[config.mk]
export PLATFORM = sky130hd
export DESIGN_NAME = xbus_proxy
export DESIGN_NICKNAME = d
export VERILOG_FILES = /design/src/rtl/xbus_proxy_pkg.sv /design/src/rtl/xbus_proxy_fsm.sv /design/src/rtl/xbus_proxy_latch.sv /design/src/rtl/xbus_proxy_csdec.sv /design/src/rtl/xbus_proxy.sv
export SDC_FILE = /design/constraint.sdc
export NUM_CORES = 1
export LEC_CHECK = 0
export ABC_AREA = 1
export ABC_CLOCK_PERIOD_IN_PS = 3100
export BUFFER_PORTS_ARGS = -buffer_cell sky130_fd_sc_hd__buf_2
export CAP_MARGIN = 15
export CORE_MARGIN = 2
export CORE_UTILIZATION = 35
export CTS_CLUSTER_DIAMETER = 120
export DETAILED_ROUTE_END_ITERATION = 16
export PLACE_DENSITY = 0.61
export SLEW_MARGIN = 0
export SYNTH_ARGS = -nofsm -noshare
export SYNTH_HDL_FRONTEND = slang
export SYNTH_SLANG_ARGS = --single-unit
[constraint.sdc]
create_clock -name clk -period 3.1 [get_ports clk]
set_clock_uncertainty 0.2 [all_clocks]
set_input_delay 0.62 -clock clk [delete_from_list [all_inputs] [get_ports clk]]
set_output_delay 0.62 -clock clk [all_outputs]
set_load 0.005 [all_outputs]
[src/rtl/xbus_proxy_pkg.sv]
package xbus_proxy_pkg;
  typedef enum logic [2:0] {
    ST_IDLE  = 3'd0,
    ST_REL   = 3'd1,
    ST_GNT   = 3'd2,
    ST_TURN  = 3'd3,
    ST_PROXY = 3'd4
  } xbp_state_e;

  typedef struct packed {
    logic gnt_n;
    logic buf_en_n;
    logic buf_dir;
    logic bus_oe;
    logic dat_oe;
    logic rdy_oe;
    logic drive_access;
  } xbp_ctl_t;

  function automatic xbp_ctl_t ctl_of(xbp_state_e s);
    xbp_ctl_t c;
    c.gnt_n        = (s != ST_GNT);
    c.buf_en_n     = !(s == ST_GNT || s == ST_TURN || s == ST_PROXY);
    c.buf_dir      = (s == ST_IDLE);
    c.bus_oe       = (s == ST_IDLE || s == ST_PROXY);
    c.dat_oe       = (s == ST_IDLE);
    c.rdy_oe       = (s == ST_IDLE || s == ST_REL || s == ST_GNT);
    c.drive_access = (s == ST_PROXY);
    return c;
  endfunction
endpackage

[src/rtl/xbus_proxy_fsm.sv]
module xbus_proxy_fsm
  import xbus_proxy_pkg::*;
(
  input  logic       clk,
  input  logic       rst,
  input  logic       req_n,
  input  logic       strb_n_i,
  input  logic       rdy_n_i,
  input  logic       mapped,
  output xbp_state_e st_d,
  output logic       cap_en
);
  xbp_state_e st_q;

  always_comb begin
    st_d   = st_q;
    cap_en = 1'b0;
    unique case (st_q)
      ST_IDLE:  if (!req_n && rdy_n_i) st_d = ST_REL;
      ST_REL:   st_d = ST_GNT;
      ST_GNT: begin
        if (!req_n && !strb_n_i) begin
          cap_en = 1'b1;
          st_d   = ST_TURN;
        end else if (req_n) begin
          st_d = ST_IDLE;
        end
      end
      ST_TURN:  st_d = mapped ? ST_PROXY : ST_IDLE;
      ST_PROXY: if (!rdy_n_i) st_d = ST_IDLE;
      default:  st_d = ST_IDLE;
    endcase
  end

  always_ff @(posedge clk) begin
    if (rst) st_q <= ST_IDLE;
    else     st_q <= st_d;
  end
endmodule

[src/rtl/xbus_proxy_latch.sv]
module xbus_proxy_latch #(
  parameter int HI_W = 2,
  parameter int LO_W = 16
) (
  input  logic            clk,
  input  logic            rst,
  input  logic            cap_en,
  input  logic [HI_W-1:0] hi_i,
  input  logic [LO_W-1:0] lo_i,
  input  logic            rw_i,
  output logic [HI_W-1:0] hi_q,
  output logic [LO_W-1:0] lo_q,
  output logic            rw_q
);
  always_ff @(posedge clk) begin
    if (rst) begin
      hi_q <= '0;
      lo_q <= '0;
      rw_q <= 1'b1;
    end else if (cap_en) begin
      hi_q <= hi_i;
      lo_q <= lo_i;
      rw_q <= rw_i;
    end
  end
endmodule

[src/rtl/xbus_proxy_csdec.sv]
module xbus_proxy_csdec #(
  parameter int HI_W = 2,
  parameter int CS_N = 2
) (
  input  logic [HI_W-1:0] hi,
  output logic [CS_N-1:0] sel,
  output logic            mapped
);
  for (genvar k = 0; k < CS_N; k++) begin : g_sel
    assign sel[k] = (hi == HI_W'(k + 1));
  end
  assign mapped = |sel;
endmodule

[src/rtl/xbus_proxy.sv]
module xbus_proxy
  import xbus_proxy_pkg::*;
#(
  parameter int HI_W = 2,
  parameter int LO_W = 16,
  parameter int CS_N = 2
) (
  input  logic            clk,
  input  logic            rst,
  input  logic            req_n,
  output logic            gnt_n,
  input  logic            strb_n_i,
  output logic            strb_n_o,
  output logic            strb_oe,
  input  logic            rw_i,
  output logic            rw_o,
  output logic            rw_oe,
  input  logic [HI_W-1:0] adr_hi_i,
  input  logic [LO_W-1:0] adr_lo_i,
  output logic [HI_W-1:0] adr_hi_o,
  output logic [LO_W-1:0] adr_lo_o,
  output logic            adr_oe,
  output logic            dat_oe,
  input  logic            rdy_n_i,
  output logic            rdy_n_o,
  output logic            rdy_oe,
  output logic [CS_N-1:0] cs_n,
  output logic            buf_en_n,
  output logic            buf_dir
);
  xbp_state_e      st_d;
  logic            cap_en;
  logic            mapped;
  logic [CS_N-1:0] sel;
  logic [HI_W-1:0] hi_q;
  logic [LO_W-1:0] lo_q;
  logic            rw_q;
  xbp_ctl_t        ctl;

  xbus_proxy_fsm u_fsm (
    .clk      (clk),
    .rst      (rst),
    .req_n    (req_n),
    .strb_n_i (strb_n_i),
    .rdy_n_i  (rdy_n_i),
    .mapped   (mapped),
    .st_d     (st_d),
    .cap_en   (cap_en)
  );

  xbus_proxy_latch #(.HI_W(HI_W), .LO_W(LO_W)) u_latch (
    .clk    (clk),
    .rst    (rst),
    .cap_en (cap_en),
    .hi_i   (adr_hi_i),
    .lo_i   (adr_lo_i),
    .rw_i   (rw_i),
    .hi_q   (hi_q),
    .lo_q   (lo_q),
    .rw_q   (rw_q)
  );

  xbus_proxy_csdec #(.HI_W(HI_W), .CS_N(CS_N)) u_dec (
    .hi     (hi_q),
    .sel    (sel),
    .mapped (mapped)
  );

  assign ctl = ctl_of(st_d);

  // Outputs registered from the next state so that pins change with the state.
  always_ff @(posedge clk) begin
    if (rst) begin
      gnt_n    <= 1'b1;
      buf_en_n <= 1'b1;
      buf_dir  <= 1'b1;
      strb_oe  <= 1'b1;
      rw_oe    <= 1'b1;
      adr_oe   <= 1'b1;
      dat_oe   <= 1'b1;
      rdy_oe   <= 1'b1;
      rdy_n_o  <= 1'b1;
      strb_n_o <= 1'b1;
      rw_o     <= 1'b1;
      adr_hi_o <= '0;
      adr_lo_o <= '0;
      cs_n     <= '1;
    end else begin
      gnt_n    <= ctl.gnt_n;
      buf_en_n <= ctl.buf_en_n;
      buf_dir  <= ctl.buf_dir;
      strb_oe  <= ctl.bus_oe;
      rw_oe    <= ctl.bus_oe;
      adr_oe   <= ctl.bus_oe;
      dat_oe   <= ctl.dat_oe;
      rdy_oe   <= ctl.rdy_oe;
      rdy_n_o  <= 1'b1;
      strb_n_o <= !ctl.drive_access;
      rw_o     <= ctl.drive_access ? rw_q : 1'b1;
      adr_hi_o <= ctl.drive_access ? hi_q : '0;
      adr_lo_o <= ctl.drive_access ? lo_q : '0;
      cs_n     <= ctl.drive_access ? ~sel : '1;
    end
  end
endmodule

# Yosys cells after proc, flatten, opt, wreduce, memory -nomap -nowiden
# Cells that the tools add are included.
# totals
reg_bits	49
inputBits	24
out_inout_bits	31
wordCells	50
# op_classes
n_eq_ne	11
muxes	8
bitwise_logic	2
n_reduce_logical	15
# ops
op	count
2-to-1 mux 3 bit	5
case mux 3 bit (5 select lines)	1
equality test 3 x 2 -> 1 bit (second input constant)	4
equality test 3 x 1 -> 1 bit (second input constant)	2
equality test 3 bit (second input constant)	2
logical NOT 3 bit	2
logical OR 1 bit	5
logical NOT 1 bit	4
OR reduction 2 bit	2
inequality test 3 x 2 -> 1 bit (second input constant)	1
equality test 2 x 1 -> 1 bit (second input constant)	1
equality test 2 bit (second input constant)	1
logical AND 1 bit	2
2-to-1 mux 1 bit	2
inverter 2 bit	1
inverter 1 bit	1

# Longest topological paths before layout
# depth
word_depth	8
mapped_depth	9

# Cells and area by module
# From an unflattened synthesis, not the netlist that was laid out.
# unflattened
hier_cells	241
area_unflattened_um2	1893.1
# modules_own_cells
module	n_inst	cells_per_inst	area_each_um2	seq_area_each_um2
xbus_proxy	1	91	898.4	540.5
xbus_proxy_latch	1	119	778.2	380.4
xbus_proxy_fsm	1	26	180.2	60.1
xbus_proxy_csdec	1	5	36.3	0.0

# Least setup slack after synthesis
# OpenSTA, ideal clock, no wires.
# synth_timing
path_type	in2reg
start	input req_n
end	register u_latch.hi_q[0]
setup_ps	116
t_arrival_ps	1237
required_ps	2784
setup_slack_ps	1547
stages	5
path_cell_list	nor2_1 nand3_4 clkbuf_2 o21ai_0 nor2_1
# synth_between
elab_chain_cells	4
# synth_rtl
element	line	text
start, declared	xbus_proxy.sv:10	input logic req_n,
logical NOT 1 bit	xbus_proxy_fsm.sv:22	if (!req_n && !strb_n_i) begin
logical AND 1 bit	xbus_proxy_fsm.sv:22	
2-to-1 mux 1 bit	xbus_proxy_fsm.sv:22	
2-to-1 mux 1 bit	xbus_proxy_fsm.sv:18	unique case (st_q)
end signal, assigned	xbus_proxy_latch.sv:21	hi_q <= hi_i;
end, declared	xbus_proxy_latch.sv:11	output logic [HI_W-1:0] hi_q,
# Every way passes these cells.
# A chain may end at the register's enable or synchronous reset.

# Worst setup path in the final report
# layout_timing
start	input rst
end	register rw_o
# layout_between
elab_chain_cells	1
# layout_rtl
element	line	text
start, declared	xbus_proxy.sv:9	input logic rst,
OR reduction 2 bit (no source line)	n/a	
end signal, assigned	xbus_proxy.sv:99	rw_o <= ctl.drive_access ? rw_q : 1'b1;
end, declared	xbus_proxy.sv:16	output logic rw_o,
# Every way passes these cells.

==> metrics.txt <==
# TYPE chip_impl_metric gauge
chip_impl_metric{name="synth_seq_cells",unit=""} 49
chip_impl_info{name="critPathLaunchType",value="input pin"} 1
chip_impl_metric{name="cpPeakStageDelay",unit="ns"} 0.43
chip_impl_metric{name="detailroute.via_count",unit=""} 1232
chip_impl_metric{name="floorplan.die.height",unit="microns"} 72.3
chip_impl_info{name="clk_root_buffer_cell",value="sky130_fd_sc_hd__clkbuf_8"} 1
chip_impl_metric{name="mean_cell_area_of_the_mapped_netlist",unit="sq um"} 8.56
chip_impl_metric{name="timing.critical_path.arrival",unit="ns"} 1.95
chip_impl_metric{name="synth.distinct_cells",unit=""} 20
chip_impl_info{name="clock_tree_from_tritoncts",value="yes"} 1
chip_impl_info{name="critPathSlowestCell",value="sky130_fd_sc_hd__inv_1"} 1
chip_impl_metric{name="ctsLongestPathBuffers",unit=""} 2
chip_impl_metric{name="drc",unit=""} 0
chip_impl_info{name="setup_repair_after_global_routing_missed_its_margin",value="false"} 1
chip_impl_metric{name="grt_max_degree",unit=""} 23
chip_impl_metric{name="cts_resized",unit=""} 0
chip_impl_metric{name="cap_viol_max_count",unit=""} 0
chip_impl_metric{name="clk_transition_reported_paths",unit="ns"} 0.08
chip_impl_metric{name="floorplan.initialDensity",unit=""} 0.370
chip_impl_info{name="crit_family",value="simple AND/OR/NAND/NOR gates"} 1
chip_impl_metric{name="finalHoldViolCount",unit=""} 0
chip_impl_metric{name="cts-htree-levels",unit=""} 2
chip_impl_metric{name="gr-usage-all-layers",unit=""} 0.121
chip_impl_metric{name="met2RoutedLength",unit="mm"} 1.30
chip_impl_info{name="top_layer",value="met4"} 1
chip_impl_metric{name="power.share.switching",unit=""} 0.214
chip_impl_metric{name="sequentialPowerShare",unit=""} 0.601
chip_impl_metric{name="mappedNetlistNets",unit=""} 217
chip_impl_metric{name="slew_violations",unit=""} 0
chip_impl_metric{name="firstDrtPassIters",unit=""} 4
chip_impl_metric{name="maxSlewHeadroom",unit=""} 0.604
chip_impl_metric{name="synth.yosys.warnings",unit=""} 0
chip_impl_info{name="mostFrequentLayoutCells",value="63 x sky130_fd_sc_hd__nor2_1, 53 x sky130_fd_sc_hd__buf_2, 49 x sky130_fd_sc_hd__dfxtp_1"} 1
chip_impl_metric{name="die_x",unit="microns"} 72.3
chip_impl_metric{name="cts_inserted_buffers",unit=""} 5
chip_impl_metric{name="tns",unit="ns"} 0
chip_impl_metric{name="overflow",unit=""} 0
chip_impl_metric{name="die_footprint",unit="sq um"} 5230
chip_impl_metric{name="post_synth_inst_count",unit=""} 191
chip_impl_metric{name="grt_antenna_before_repair",unit=""} 0
chip_impl_metric{name="clock_insertion_delay_worst_skew",unit="ns"} 0.29
chip_impl_metric{name="clock_sink_count",unit=""} 49
chip_impl_metric{name="met3RoutedLength",unit="microns"} 217
chip_impl_metric{name="internal_power",unit="uW"} 845
chip_impl_info{name="main_combinational_cell_family_by_area_after_synthesis",value="simple AND/OR/NAND/NOR gates"} 1
chip_impl_metric{name="setup_viol",unit=""} 0
chip_impl_metric{name="grt_pass1_wl",unit="mm"} 4.78
chip_impl_metric{name="sequential_to_total_area_share_from_yosys_stat",unit=""} 0.600
chip_impl_metric{name="timing.critical_path.required",unit="ns"} 3.08
chip_impl_metric{name="cts_hold_buffers",unit=""} 0
chip_impl_metric{name="dp.final_hpwl",unit="mm"} 2.06
chip_impl_metric{name="final.min_clock_period",unit="ns"} 1.97
chip_impl_metric{name="finish.utilization",unit=""} 0.445
chip_impl_metric{name="route.detailed.vias_per_inst",unit=""} 4.22
chip_impl_metric{name="p_leak",unit="nW"} 0.849
chip_impl_metric{name="cp_num_buf_inv",unit=""} 2
chip_impl_metric{name="synth_simple_gate_area_frac",unit=""} 0.208
chip_impl_metric{name="post_synth_fa_ha_maj_area_fraction",unit=""} 0.0153
chip_impl_metric{name="portion_of_total_power_attributed_to_the_clock_network",unit=""} 0.343
chip_impl_metric{name="wl_per_cell",unit="microns"} 10.2
chip_impl_info{name="worstSetupEndpointType",value="flip-flop"} 1
chip_impl_info{name="path_class",value="in2reg"} 1
chip_impl_metric{name="grt_pass1_vias",unit=""} 1128
chip_impl_metric{name="power.ir.vdd_worst",unit="mV"} 0.159
chip_impl_metric{name="yosys.area_share.xor_xnor",unit=""} 0
chip_impl_metric{name="synth_compound_area_frac",unit=""} 0.0613
chip_impl_info{name="layout.cells.most_common",value="sky130_fd_sc_hd__nor2_1"} 1
chip_impl_info{name="result_of_the_run",value="completed"} 1
chip_impl_metric{name="final_layout_size_suffix_gt1_frac",unit=""} 0.275
chip_impl_metric{name="totalWireLength",unit="mm"} 2.99
chip_impl_metric{name="drt_first_iter_violations",unit=""} 57
chip_impl_metric{name="power.density",unit="nW/um^2"} 547
chip_impl_metric{name="nNetsFinal",unit=""} 266
chip_impl_metric{name="layout-area-overhead-vs-synth",unit="%"} 20.3
chip_impl_metric{name="port_buffers",unit=""} 53
chip_impl_metric{name="path_max_fanout",unit=""} 22
chip_impl_info{name="hold_class",value="reg2reg"} 1
chip_impl_info{name="critical_path.cell_chain",value="buf_2, inv_1, nand2_2, or2_2"} 1
chip_impl_metric{name="antenna_cells_inserted",unit=""} 0
chip_impl_metric{name="post_synth_mux_area_share",unit=""} 0
chip_impl_metric{name="routabilityCongestion",unit=""} 0.707
chip_impl_metric{name="rows",unit=""} 24
chip_impl_metric{name="ant_nets",unit=""} 0
chip_impl_metric{name="achievable-frequency",unit="MHz"} 509
chip_impl_metric{name="post_cts.repair.setup_buffers",unit=""} 0
chip_impl_metric{name="min_period_over_period",unit=""} 0.634
chip_impl_metric{name="fp.coreArea",unit="sq um"} 4410
chip_impl_metric{name="io-pin-count",unit=""} 55
chip_impl_metric{name="wirelength_met1",unit="mm"} 1.40
chip_impl_metric{name="comb_power_share",unit=""} 0.056
chip_impl_metric{name="power.switching",unit="uW"} 230
chip_impl_metric{name="worstMarginPinSlew",unit="ns"} 0.593
chip_impl_metric{name="synth_area",unit="sq um"} 1630
Yosys cell counts (all sizes together):
master | n | area, sq um
a21oi | 1 | 5.00
buf | 7 | 67.6
clkbuf | 4 | 17.5
conb | 1 | 3.75
dfxtp | 49 | 981
ha | 2 | 25.0
inv | 26 | 100
nand2 | 12 | 47.6
nand3 | 5 | 37.5
nor2 | 64 | 248
o21ai | 19 | 95.1
or2 | 1 | 6.26
path summary, 6_finish.rpt:
| check | startpoint | to | slack [ns] | cells past startpoint |
|---|---|---|---|---|
| worst min-delay path | u_latch.lo_q[5] | adr_lo_o[5] | 0.23 | 2 |
| worst min register to register | u_latch.lo_q[5] | adr_lo_o[5] | 0.23 | 2 |
| worst max register to register | u_latch.hi_q[0] | rw_o | 1.23 | 7 |
| worst max-delay path | rst | rw_o | 1.13 | 4 |
cells by family (layout without fill, tap and decap cells):
kind of cell / Yosys count / count (layout)
simple gates: 82 / 82
compound gates: 20 / 20
other cells: 1 / 1
fa+ha+maj: 2 / 2
flops: 49 / 49
buf+inv: 37 / 86
layout make-up:
| class | count | area (sq um) |
|---|---|---|
| clock buffers | 7 | 86.3 |
| fillers | 469 | 2450 |
| inverters | 26 | 100 |
| multi-input cells | 105 | 468 |
| flip-flops and latches | 49 | 981 |
| well taps | 52 | 65.1 |
| repair buffers | 53 | 265 |
layer usage:
layer,GRT usage,vias up
li1,-,659
met4,0.0755,0
met2,0.183,38
met5,0,-
met3,0.0444,8
met1,0.143,527
metrics by stage:
step	cell area, sq um	total power, mW	cells	hold WS, ns	setup slack (ns)
global route	1970	1.12	292	0.245	0.996
CTS	1970	1.08	292	0.231	1.13
global placement	1880	0.722	285	0.212	0.830
finish	1970	1.08	292	0.226	1.13
detailed placement	1880	0.722	285	0.218	0.808
floorplan	1630	0.700	191	0.209	1.55
worst register-to-register path, stage by stage (launching register included):
cell and delay [ns]:
sky130_fd_sc_hd__dfxtp_1 0.36, sky130_fd_sc_hd__inv_1 0.06, sky130_fd_sc_hd__ha_1 0.28, sky130_fd_sc_hd__nor2_1 0.10, sky130_fd_sc_hd__nand2_1 0.05, sky130_fd_sc_hd__nand2_1 0.07, sky130_fd_sc_hd__nand2_2 0.25, sky130_fd_sc_hd__or2_2 0.38
power by group through the flow:
stage               Sequential (mW)  Combinational [mW]  Clock (mW)
detailed placement            0.662              0.0607           0
floorplan                     0.662              0.0387           0
global placement              0.661              0.0609           0
CTS                           0.647              0.0609       0.375
finish                        0.647              0.0601       0.369
global route                  0.649              0.0687       0.402
state kept, by name (all words and copies together) (netlist names):
register	flops
adr_hi_o	2
adr_lo_o	16
adr_oe	1
buf_dir	1
buf_en_n	1
cs_n	2
gnt_n	1
rdy_oe	1
rw_o	1
strb_n_o	1
u_fsm.st_q	3
u_latch.hi_q	2
u_latch.lo_q	16
u_latch.rw_q	1
(Power assumes the default switching activity.)
